### src/rtl/sg_dma_pkg.sv
// Shared command codes, register selects and engine state type for sg_dma.
package sg_dma_pkg;
    localparam logic [2:0] SEL_CTRL   = 3'd0;
    localparam logic [2:0] SEL_STAT   = 3'd1;
    localparam logic [2:0] SEL_EN     = 3'd2;
    localparam logic [2:0] SEL_RDHEAD = 3'd3;
    localparam logic [2:0] SEL_WRHEAD = 3'd4;

    localparam int CMD_CANCEL = 0;
    localparam int CMD_RD     = 1;
    localparam int CMD_WR     = 2;
    localparam int CMD_STOP   = 4;

    typedef enum logic [2:0] {
        S_IDLE,
        S_FETCH,
        S_CHECK,
        S_SRC,
        S_DST
    } eng_state_t;
endpackage

### src/rtl/sg_dma_regs.sv
// Register file of sg_dma. Holds the enable mask, the two chain head pointers
// and the three sticky error bits, and decodes command writes into pulses.
// Assumes: err_set pulses come from the engine; a set wins over a clear.
module sg_dma_regs
    import sg_dma_pkg::*;
#(
    parameter int DATA_W = 32
) (
    input  logic              clk,
    input  logic              rst_n,
    input  logic              reg_we,
    input  logic [2:0]        reg_sel,
    input  logic [DATA_W-1:0] reg_wdata,
    input  logic [2:0]        err_set,
    output logic [2:0]        err_q,
    output logic [DATA_W-1:0] rd_head,
    output logic [DATA_W-1:0] wr_head,
    output logic              cmd_rd,
    output logic              cmd_wr,
    output logic              cmd_cancel,
    output logic              cmd_stop
);
    logic [1:0] enable_q;
    logic       ctrl_wr;
    logic       stat_wr;

    // Decode command writes; starts are gated by the direction enable.
    always_comb begin
        ctrl_wr    = reg_we && (reg_sel == SEL_CTRL);
        stat_wr    = reg_we && (reg_sel == SEL_STAT);
        cmd_cancel = ctrl_wr && (reg_wdata == DATA_W'(CMD_CANCEL));
        cmd_rd     = ctrl_wr && (reg_wdata == DATA_W'(CMD_RD)) && enable_q[0];
        cmd_wr     = ctrl_wr && (reg_wdata == DATA_W'(CMD_WR)) && enable_q[1];
        cmd_stop   = ctrl_wr && (reg_wdata == DATA_W'(CMD_STOP));
    end

    // Plain configuration registers.
    always_ff @(posedge clk) begin
        if (!rst_n) begin
            enable_q <= '0;
            rd_head  <= '0;
            wr_head  <= '0;
        end else if (reg_we) begin
            if (reg_sel == SEL_EN)     enable_q <= reg_wdata[1:0];
            if (reg_sel == SEL_RDHEAD) rd_head  <= reg_wdata;
            if (reg_sel == SEL_WRHEAD) wr_head  <= reg_wdata;
        end
    end

    // One sticky bit per error kind, cleared by writing 1 at bit i+2.
    for (genvar i = 0; i < 3; i++) begin : g_err
        always_ff @(posedge clk) begin
            if (!rst_n)                          err_q[i] <= 1'b0;
            else if (err_set[i])                 err_q[i] <= 1'b1;
            else if (stat_wr && reg_wdata[i+2])  err_q[i] <= 1'b0;
        end
    end
endmodule

### src/rtl/sg_dma_engine.sv
// Chain walker and word copier of sg_dma. Picks a busy direction (read first),
// fetches three descriptor words, checks the length and copies one word per
// source read plus destination write, then follows the chain.
// Assumes: memory ports acknowledge each held request once; length is bytes.
module sg_dma_engine
    import sg_dma_pkg::*;
#(
    parameter int DATA_W   = 32,
    parameter int RD_SLOTS = 1,
    parameter int WR_SLOTS = 8
) (
    input  logic              clk,
    input  logic              rst_n,
    input  logic              cmd_rd,
    input  logic              cmd_wr,
    input  logic              cmd_cancel,
    input  logic              cmd_stop,
    input  logic [DATA_W-1:0] rd_head,
    input  logic [DATA_W-1:0] wr_head,
    output logic [1:0]        busy,
    output logic [2:0]        err_set,
    output logic              irq_done,
    output logic              irq_err,
    output logic              host_req,
    output logic              host_we,
    output logic [DATA_W-1:0] host_addr,
    output logic [DATA_W-1:0] host_wdata,
    input  logic              host_ack,
    input  logic [DATA_W-1:0] host_rdata,
    output logic              loc_req,
    output logic              loc_we,
    output logic [DATA_W-1:0] loc_addr,
    output logic [DATA_W-1:0] loc_wdata,
    input  logic              loc_ack,
    input  logic [DATA_W-1:0] loc_rdata
);
    localparam int MAX_SLOTS = (WR_SLOTS > RD_SLOTS) ? WR_SLOTS : RD_SLOTS;
    localparam int LW        = $clog2(MAX_SLOTS + 1);
    localparam int BW        = DATA_W - 3;

    eng_state_t         state;
    logic               dir;
    logic               stop_pend;
    logic [DATA_W-1:0]  desc_ptr, w0, w1, w2, src_a, dst_a, data_q;
    logic [1:0]         widx;
    logic [LW-1:0]      link_cnt, lim, next_link;
    logic [BW-1:0]      beats;
    logic               last_f;
    logic [DATA_W-2:0]  len_w;
    logic [DATA_W-1:0]  desc_addr;
    logic               src_ack, dst_ack;

    // Derived values for the current descriptor and direction.
    always_comb begin
        len_w     = w2[DATA_W-2:0];
        lim       = dir ? LW'(WR_SLOTS) : LW'(RD_SLOTS);
        next_link = link_cnt + 1'b1;
        desc_addr = desc_ptr + {{(DATA_W-4){1'b0}}, widx, 2'b00};
        src_ack   = dir ? loc_ack  : host_ack;
        dst_ack   = dir ? host_ack : loc_ack;
    end

    // Bus request generation from the state.
    always_comb begin
        host_req   = (state == S_FETCH) || (state == S_SRC && !dir) || (state == S_DST && dir);
        host_we    = (state == S_DST);
        host_addr  = (state == S_FETCH) ? desc_addr : ((state == S_SRC) ? src_a : dst_a);
        host_wdata = data_q;
        loc_req    = (state == S_SRC && dir) || (state == S_DST && !dir);
        loc_we     = (state == S_DST);
        loc_addr   = (state == S_SRC) ? src_a : dst_a;
        loc_wdata  = data_q;
    end

    // Chain walking state machine with busy, stop and cancel handling.
    always_ff @(posedge clk) begin
        if (!rst_n) begin
            state     <= S_IDLE;
            dir       <= 1'b0;
            busy      <= '0;
            stop_pend <= 1'b0;
            desc_ptr  <= '0;
            w0        <= '0;
            w1        <= '0;
            w2        <= '0;
            src_a     <= '0;
            dst_a     <= '0;
            data_q    <= '0;
            widx      <= '0;
            link_cnt  <= '0;
            beats     <= '0;
            last_f    <= 1'b0;
            err_set   <= '0;
            irq_done  <= 1'b0;
            irq_err   <= 1'b0;
        end else begin
            err_set  <= '0;
            irq_done <= 1'b0;
            irq_err  <= 1'b0;
            case (state)
                S_IDLE: begin
                    if (stop_pend) begin
                        busy      <= '0;
                        stop_pend <= 1'b0;
                    end else if (busy != 2'b00) begin
                        dir      <= !busy[0];
                        desc_ptr <= busy[0] ? rd_head : wr_head;
                        link_cnt <= '0;
                        widx     <= '0;
                        state    <= S_FETCH;
                    end
                end
                S_FETCH: begin
                    if (host_ack) begin
                        case (widx)
                            2'd0:    w0 <= host_rdata;
                            2'd1:    w1 <= host_rdata;
                            default: w2 <= host_rdata;
                        endcase
                        if (stop_pend) begin
                            busy      <= '0;
                            stop_pend <= 1'b0;
                            state     <= S_IDLE;
                        end else if (widx == 2'd2) begin
                            state <= S_CHECK;
                        end else begin
                            widx <= widx + 1'b1;
                        end
                    end
                end
                S_CHECK: begin
                    if (len_w == '0) begin
                        err_set[2] <= 1'b1;
                        busy[dir]  <= 1'b0;
                        irq_err    <= 1'b1;
                        state      <= S_IDLE;
                    end else if (len_w[1:0] != 2'b00) begin
                        err_set[dir] <= 1'b1;
                        busy[dir]    <= 1'b0;
                        irq_err      <= 1'b1;
                        state        <= S_IDLE;
                    end else begin
                        src_a  <= w0;
                        dst_a  <= w1;
                        beats  <= len_w[DATA_W-2:2];
                        last_f <= w2[DATA_W-1];
                        state  <= S_SRC;
                    end
                end
                S_SRC: begin
                    if (src_ack) begin
                        data_q <= dir ? loc_rdata : host_rdata;
                        state  <= S_DST;
                    end
                end
                default: begin
                    if (dst_ack) begin
                        src_a <= src_a + DATA_W'(4);
                        dst_a <= dst_a + DATA_W'(4);
                        beats <= beats - 1'b1;
                        if (beats == BW'(1)) begin
                            if (last_f) begin
                                busy[dir] <= 1'b0;
                                irq_done  <= 1'b1;
                                state     <= S_IDLE;
                            end else if (next_link >= lim) begin
                                err_set[2] <= 1'b1;
                                busy[dir]  <= 1'b0;
                                irq_err    <= 1'b1;
                                state      <= S_IDLE;
                            end else if (stop_pend) begin
                                busy      <= '0;
                                stop_pend <= 1'b0;
                                state     <= S_IDLE;
                            end else begin
                                link_cnt <= next_link;
                                desc_ptr <= desc_ptr + DATA_W'(12);
                                widx     <= '0;
                                state    <= S_FETCH;
                            end
                        end else if (stop_pend) begin
                            busy      <= '0;
                            stop_pend <= 1'b0;
                            state     <= S_IDLE;
                        end else begin
                            state <= S_SRC;
                        end
                    end
                end
            endcase
            if (cmd_stop && busy != 2'b00) stop_pend <= 1'b1;
            if (cmd_rd && !busy[0])        busy[0]   <= 1'b1;
            if (cmd_wr && !busy[1])        busy[1]   <= 1'b1;
            if (cmd_cancel) begin
                state     <= S_IDLE;
                busy      <= '0;
                stop_pend <= 1'b0;
            end
        end
    end
endmodule

### src/rtl/sg_dma.sv
// Top of the descriptor-chain DMA mover: register file plus chain engine.
// Assumes: 32-bit words, byte addresses, descriptors packed 12 bytes apart.
module sg_dma
    import sg_dma_pkg::*;
#(
    parameter int DATA_W   = 32,
    parameter int RD_SLOTS = 1,
    parameter int WR_SLOTS = 8
) (
    input  logic              clk,
    input  logic              rst_n,
    input  logic              reg_we,
    input  logic [2:0]        reg_sel,
    input  logic [DATA_W-1:0] reg_wdata,
    output logic [4:0]        status_o,
    output logic              irq_done_o,
    output logic              irq_err_o,
    output logic              host_req,
    output logic              host_we,
    output logic [DATA_W-1:0] host_addr,
    output logic [DATA_W-1:0] host_wdata,
    input  logic              host_ack,
    input  logic [DATA_W-1:0] host_rdata,
    output logic              loc_req,
    output logic              loc_we,
    output logic [DATA_W-1:0] loc_addr,
    output logic [DATA_W-1:0] loc_wdata,
    input  logic              loc_ack,
    input  logic [DATA_W-1:0] loc_rdata
);
    logic [2:0]        err_set, err_q;
    logic [1:0]        busy;
    logic [DATA_W-1:0] rd_head, wr_head;
    logic              cmd_rd, cmd_wr, cmd_cancel, cmd_stop;

    sg_dma_regs #(.DATA_W(DATA_W)) u_regs (
        .clk(clk), .rst_n(rst_n), .reg_we(reg_we), .reg_sel(reg_sel),
        .reg_wdata(reg_wdata), .err_set(err_set), .err_q(err_q),
        .rd_head(rd_head), .wr_head(wr_head), .cmd_rd(cmd_rd), .cmd_wr(cmd_wr),
        .cmd_cancel(cmd_cancel), .cmd_stop(cmd_stop)
    );

    sg_dma_engine #(.DATA_W(DATA_W), .RD_SLOTS(RD_SLOTS), .WR_SLOTS(WR_SLOTS)) u_eng (
        .clk(clk), .rst_n(rst_n), .cmd_rd(cmd_rd), .cmd_wr(cmd_wr),
        .cmd_cancel(cmd_cancel), .cmd_stop(cmd_stop), .rd_head(rd_head),
        .wr_head(wr_head), .busy(busy), .err_set(err_set), .irq_done(irq_done_o),
        .irq_err(irq_err_o), .host_req(host_req), .host_we(host_we),
        .host_addr(host_addr), .host_wdata(host_wdata), .host_ack(host_ack),
        .host_rdata(host_rdata), .loc_req(loc_req), .loc_we(loc_we),
        .loc_addr(loc_addr), .loc_wdata(loc_wdata), .loc_ack(loc_ack),
        .loc_rdata(loc_rdata)
    );

    // Status view: errors above busy flags.
    assign status_o = {err_q, busy};
endmodule

### config.mk
export PLATFORM = sky130hd
export DESIGN_NAME = sg_dma
export DESIGN_NICKNAME = d
export VERILOG_FILES = /design/src/rtl/sg_dma_pkg.sv /design/src/rtl/sg_dma_regs.sv /design/src/rtl/sg_dma_engine.sv /design/src/rtl/sg_dma.sv
export SDC_FILE = /design/constraint.sdc
export NUM_CORES = 1
export LEC_CHECK = 0
export ABC_AREA = 1
export BUFFER_PORTS_ARGS = -buffer_cell sky130_fd_sc_hd__buf_2
export CAP_MARGIN = 20
export CORE_ASPECT_RATIO = 1.75
export CORE_UTILIZATION = 34
export CTS_CLUSTER_DIAMETER = 200
export DETAILED_ROUTE_END_ITERATION = 10
export PLACE_DENSITY = 0.6
export SLEW_MARGIN = 0
export SYNTH_ARGS = -nofsm -noshare
export SYNTH_HDL_FRONTEND = slang
export SYNTH_SLANG_ARGS = --single-unit
export TNS_END_PERCENT = 30
### constraint.sdc
create_clock -name clk -period 3.2 [get_ports clk]
set_input_delay 0.48 -clock clk [delete_from_list [all_inputs] [get_ports clk]]
set_output_delay 0.48 -clock clk [all_outputs]
set_load 0.005 [all_outputs]
### Yosys cells after proc, flatten, opt, wreduce, memory -nomap -nowiden

Index checks and enable logic that the tools add are counted.
W data, S select, Z words.

| cells by class | value |
|---|---|
| $lt $le $gt $ge | 4 |
| add/sub/neg operators | 7 |
| eq/ne operators | 36 |
| multiplexer cells | 99 |
| bitwise logic cells | 13 |
| reduce and logical (&&, ||, !) cells | 68 |

Operators by type and width:

| operator | number |
|---|---|
| $mux W32 | 17 |
| $pmux W32 S2 | 3 |
| $mux W29 | 3 |
| $add A32 B3 Y32 const B | 2 |
| $pmux W29 S2 | 1 |
| $mux W2 | 21 |
| $add A32 B4 Y32 | 1 |
| $add A32 B4 Y32 const B | 1 |
| $eq A32 B1 Y1 const B | 1 |
| $eq A32 B2 Y1 const B | 1 |
| $eq A32 B3 Y1 const B | 1 |
| $logic_not A32 Y1 | 1 |
| $mux W4 | 8 |
| $logic_not A31 Y1 | 1 |
| $mux W3 | 10 |
| $eq A29 B1 Y1 const B | 1 |
| $sub A29 B1 Y29 const B | 1 |
| $mux W1 | 27 |
| $logic_and A1 B1 Y1 | 20 |
| $ne A2 B2 Y1 const B | 9 |
| $reduce_bool A2 Y1 | 8 |
| $reduce_and A3 Y1 | 5 |
| $reduce_bool A5 Y1 | 3 |
| $eq A3 B2 Y1 const B | 4 |
| other kinds (42) | 77 |

| word-level totals | value |
|---|---|
| register bits after elaboration | 341 |
| output and inout port bits | 139 |
| logic and storage cells | 253 |
| input port bits | 104 |

### Longest topological paths before layout

| depth | value |
|---|---|
| depth in word-level cells | 12 |
| depth in mapped cells | 17 |
| mapped depth without buffers | 14 |

### By module

Synthesis repeated with hierarchy kept, for this count alone.

| second synthesis, totals | value |
|---|---|
| cell total of the unflattened synthesis | 3009 |
| area total of the unflattened synthesis | 19123.3 um2 |

Modules (own cells, without submodules):

| module | cells an instance | instances | area each (um2) | sequential area each (um2) |
|---|---|---|---|---|
| sg_dma_engine | 2645 | 1 | 16366.9 | 5445.2 |
| sg_dma_regs | 364 | 1 | 2756.4 | 1381.3 |

### Worst setup path before layout

Ideal clock, no wire load.

| timing | value |
|---|---|
| path type | register to output |
| start point | reg u_eng.widx[0] |
| end point | out host_addr[24] |
| data required time | 2.720 ns |
| data arrival time | 1.967 ns |
| path buffers | 0 |
| setup slack | 0.753 ns |
| stages on the path, launching flop included | 10 |
| cells stage by stage | dfxtp_1 > ha_1 > inv_1 > fa_1 > nor2_1 > nand2_1 > nor2_1 > nand4_1 > xor2_1 > o21ai_0 |

| on the way | value |
|---|---|
| cells in the longest elaborated chain, start to end | 2 |

RTL lines:

| what | RTL line | text |
|---|---|---|
| start: declaration | sg_dma_engine.sv:45 | `logic [1:0] widx;` |
| start signal: assignment | sg_dma_engine.sv:127 | `widx <= widx + 1'b1;` |
| $add A32 B4 Y32 | sg_dma_engine.sv:58 | `desc_addr = desc_ptr + {{(DATA_W-4){1'b0}}, widx, 2'b00};` |
| $mux W32 | sg_dma_engine.sv:67 | `host_addr = (state == S_FETCH) ? desc_addr : ((state == S_SRC) ? src_a : dst_a);` |
| end: declaration | sg_dma.sv:20 | `output logic [DATA_W-1:0] host_addr,` |

Every way passes these cells.

### Final worst setup path

| timing | value |
|---|---|
| start point | reg u_eng.state[1] |
| end point | out host_addr[31] |

| on the way | value |
|---|---|
| cells in the longest elaborated chain, start to end | 3 |
| elaborated cells between the ends (all ways) | 4 |
| classes of those cells | eq/ne: 2; mux: 2 |

RTL lines:

| what | RTL line | text |
|---|---|---|
| start: declaration | sg_dma_engine.sv:41 | `eng_state_t state;` |
| start signal: assignment | sg_dma_engine.sv:78 | `state <= S_IDLE;` |
| start signal: assignment | sg_dma_engine.sv:110 | `state <= S_FETCH;` |
| start signal: assignment | sg_dma_engine.sv:123 | `state <= S_IDLE;` |
| $eq A3 B2 Y1 | sg_dma_engine.sv:67 |  |
| $mux W32 | sg_dma_engine.sv:67 |  |
| $mux W32 (*) | sg_dma_engine.sv:67 |  |

Every way passes the cells marked *; elsewhere a longest branch is shown, timed or not.

==> results.sh <==
export IMPL_status="finished clean"
export IMPL_p_leak_nw=9.31
export IMPL_crit_type="register to output port"
export IMPL_final_util_pct=39.7
export IMPL_hold_depth=3
export IMPL_place_hpwl_um=57200
export IMPL_cp_data_arrival_time_ps=2680
export IMPL_clk_latency_ps=560
export IMPL_clk_pin_slew_ps=60
export IMPL_drc_errors=0
export IMPL_start_kind="register"
export IMPL_worst_slew_pin_slew_ps=894
export IMPL_synth_mux_area_share_pct=0.211
export IMPL_synthXorXnorAreaFrac_pct=2.96
export IMPL_hp_class="input pin to register"
export IMPL_holdBufCountCts=0
export IMPL_via_count=19800
export IMPL_drv_cap=0
export IMPL_coreArea_sq_um=55200
export IMPL_grt_pass1_wl_um=112000
export IMPL_yosys_area_share_adder_pct=0.963
export IMPL_cts_buffer_depth=3
export IMPL_start_util_pct=34.4
export IMPL_ioPinCount=243
export IMPL_dpl_worst_slack_ps=324
export IMPL_slew_violations=0
export IMPL_rsz0062_at_grt="yes"
export IMPL_io_buffers=242
export IMPL_synth_most_common_cell="nand2_1"
export IMPL_synth_top_cells_by_area="dfxtp_1 36%, nand2_1 14%, o21ai_0 10%"
export IMPL_yosys_most_used_dff="dfxtp_1"
export IMPL_cp_max_fo=47
export IMPL_area_growth_pct=15.6
export IMPL_synth_area_sq_um=19000
export IMPL_drive_gt1_share_pct=12.5
export IMPL_wirelength_um=74800
export IMPL_fin_skew_ps=17.5
export IMPL_avgSynthCellArea_sq_um=6.35
export IMPL_final_cell_area_sq_um=21900
export IMPL_period_share_pct=98.7
export IMPL_antenna_found_initial=2
export IMPL_grt_pass1_vias=19200
export IMPL_fmax_mhz=317
export IMPL_reg2reg_depth=15
export IMPL_yosys_warnings=0
export IMPL_fin_nets=3241
export IMPL_netlist_instances=2986
export IMPL_synth_compound_area_share_pct=20.7
export IMPL_regToRegEndpoint="u_eng.desc_ptr[17]"
export IMPL_netlist_area_leader_share_pct=36.0
export IMPL_power_w=0.0197
export IMPL_grt_overflow_total=0
export IMPL_yosys_area_share_simple_pct=27.7
export IMPL_synth_top_family_by_area="simple AND/OR/NAND/NOR gates"
export IMPL_crit_path_end_kind="output port"
export IMPL_dpl_instance_area_sq_um=20600
export IMPL_synthTopCellsByCount="702 x nand2_1, 382 x o21ai_0, 341 x dfxtp_1"
export IMPL_p_per_area_nw_per_um2=897
export IMPL_gp_congestion=1.01
export IMPL_fp_dieW_um=181
export IMPL_vias_per_cell=5.14
export IMPL_clock_sinks=341
export IMPL_wl_per_cell_um=19.4
export IMPL_min_period_ps=3160
export IMPL_synth_cell_type_count=39
export IMPL_setup_ws_ps=41.6
export IMPL_synth_edf_count=0
export IMPL_setup_violations=0
export IMPL_cts_root_buffer="clkbuf_16"
export IMPL_die_height_um=314
export IMPL_hold_path_end="u_eng.host_wdata[12]"
export IMPL_synth_largest_area_cell="dfxtp_1"
export IMPL_firstDrtPassIters=6
export IMPL_r2r_start="u_eng.dir"
export IMPL_async_reset_ff_share_pct=0
export IMPL_grt_max_degree=131
export IMPL_cts_buffers=35
export IMPL_htree_levels=2
export IMPL_syn_nets=3104
export IMPL_dieArea_sq_um=56800
export IMPL_rrSetupSlack_ps=520
export IMPL_cts_tree="done"
export IMPL_ir_drop_mv=0.500
export IMPL_grtUsageTotal_pct=26.0
export IMPL_rows=114
export IMPL_critPathRequiredTime_ps=2720
export IMPL_max_slew_margin_pct=39.8
export IMPL_ys_ff_latch=341
export IMPL_ant_nets=0
export IMPL_drtIter0Drc=1208
export IMPL_synth_seq_area_share_pct=36.0
export IMPL_min_delay_start="loc_rdata[12]"
export IMPL_final_hold_violation_count=0
## critical path, stage by stage (launching register included)
cell,delay [ps]
dfxtp_1,390
inv_1,80
nor2_2,230
nand2_4,230
buf_12,240
o21ai_0,350
nor2_1,120
a31oi_2,290
buf_2,180
## where the power goes
group          switching, W  total (W)  internal, W
registers          0.000851    0.00587      0.00502
clock network       0.00184    0.00441      0.00257
logic               0.00633    0.00938      0.00305
## placed cells by master, fill, tap and decap left out, types with 8 or more instances in the layout
| master | instances |
|---|---|
| nand4_1 | 42 |
| inv_1 | 333 |
| buf_2 | 241 |
| a21oi_1 | 261 |
| clkbuf_16 | 36 |
| dfxtp_1 | 338 |
| o21ai_0 | 375 |
| a31oi_1 | 39 |
| nand2_1 | 699 |
| clkbuf_8 | 11 |
| or2_2 | 8 |
| o211ai_1 | 28 |
| nand3b_1 | 11 |
| buf_4 | 38 |
| nor3_1 | 37 |
| nand3_1 | 125 |
| xor2_1 | 57 |
| ha_1 | 12 |
| nor2_1 | 328 |
| o21ai_1 | 34 |
## flip-flops by register name (all words and copies together) (netlist names), 4 cells and up
| register | cells |
|---|---|
| u_eng.w2 | 32 |
| u_eng.host_wdata | 32 |
| u_eng.desc_ptr | 32 |
| u_eng.dst_a | 32 |
| u_eng.w0 | 32 |
| u_regs.rd_head | 32 |
| u_eng.src_a | 32 |
| u_regs.wr_head | 32 |
| u_eng.link_cnt | 4 |
| u_eng.w1 | 32 |
| u_eng.beats | 29 |
## layout make-up
class	count	area, sq um
Inverter	341	1280
Multi-Input combinational cell	2117	10100
Clock inverter	11	148
Fill cell	5969	33300
Tap cell	696	871
Timing Repair Buffer	287	1630
Sequential cell	341	6830
Clock buffer	52	1070
Antenna cell	2	5.00
## routing by layer
layer	GRT usage (%)	wire, um	up-vias
met5	0	0	-
met4	22.1	7020	0
met3	2.86	2670	232
met2	49.6	39400	514
met1	24.6	25700	9072
li1	-	-	9938
## metrics by stage
step / TNS, ps / instances / hold WS, ps
finish: 0 / 3847 / 180
global route: -61.2 / 3847 / 183
CTS: 0 / 3844 / 160
detailed placement: 0 / 3780 / 437
global placement: 0 / 3780 / 432
floorplan: 0 / 2986 / 413
## repair_timing
action / 4_1_cts / 5_1_grt
setup buffers: 1 / 1
resized for setup: 11 / 21
endpoints found under the hold margin: 0 / 0
pin swaps: 2 / 3
endpoints found under the setup margin: 17 / 13
## kinds of logic (layout without fill, tap and decap cells)
| group | Yosys count | count (layout) |
|---|---|---|
| AOI/OAI and AO/OA | 754 | 754 |
| xor gates and xnor gates | 64 | 64 |
| buffers and inverters | 528 | 691 |
| muxes | 4 | 4 |
| other | 0 | 2 |
| and+or+nand+nor | 1281 | 1281 |
| adders and majority gates | 14 | 14 |
| DFF | 341 | 341 |
## worst max-delay path by stage
stage | startpoint | end | slack [ps] | cells past startpoint
after global routing | u_eng.state[1] | host_addr[31] | -50 | 8
final | u_eng.state[1] | host_addr[31] | 40 | 8
after detailed placement | u_eng.widx[0] | host_addr[18] | 320 | 11
after global placement | u_eng.desc_ptr[2] | host_addr[24] | 360 | 10
after floorplan | u_eng.widx[0] | host_addr[24] | 750 | 9
after CTS | u_eng.widx[0] | host_addr[18] | 10 | 11
(Power assumes the default switching activity.)
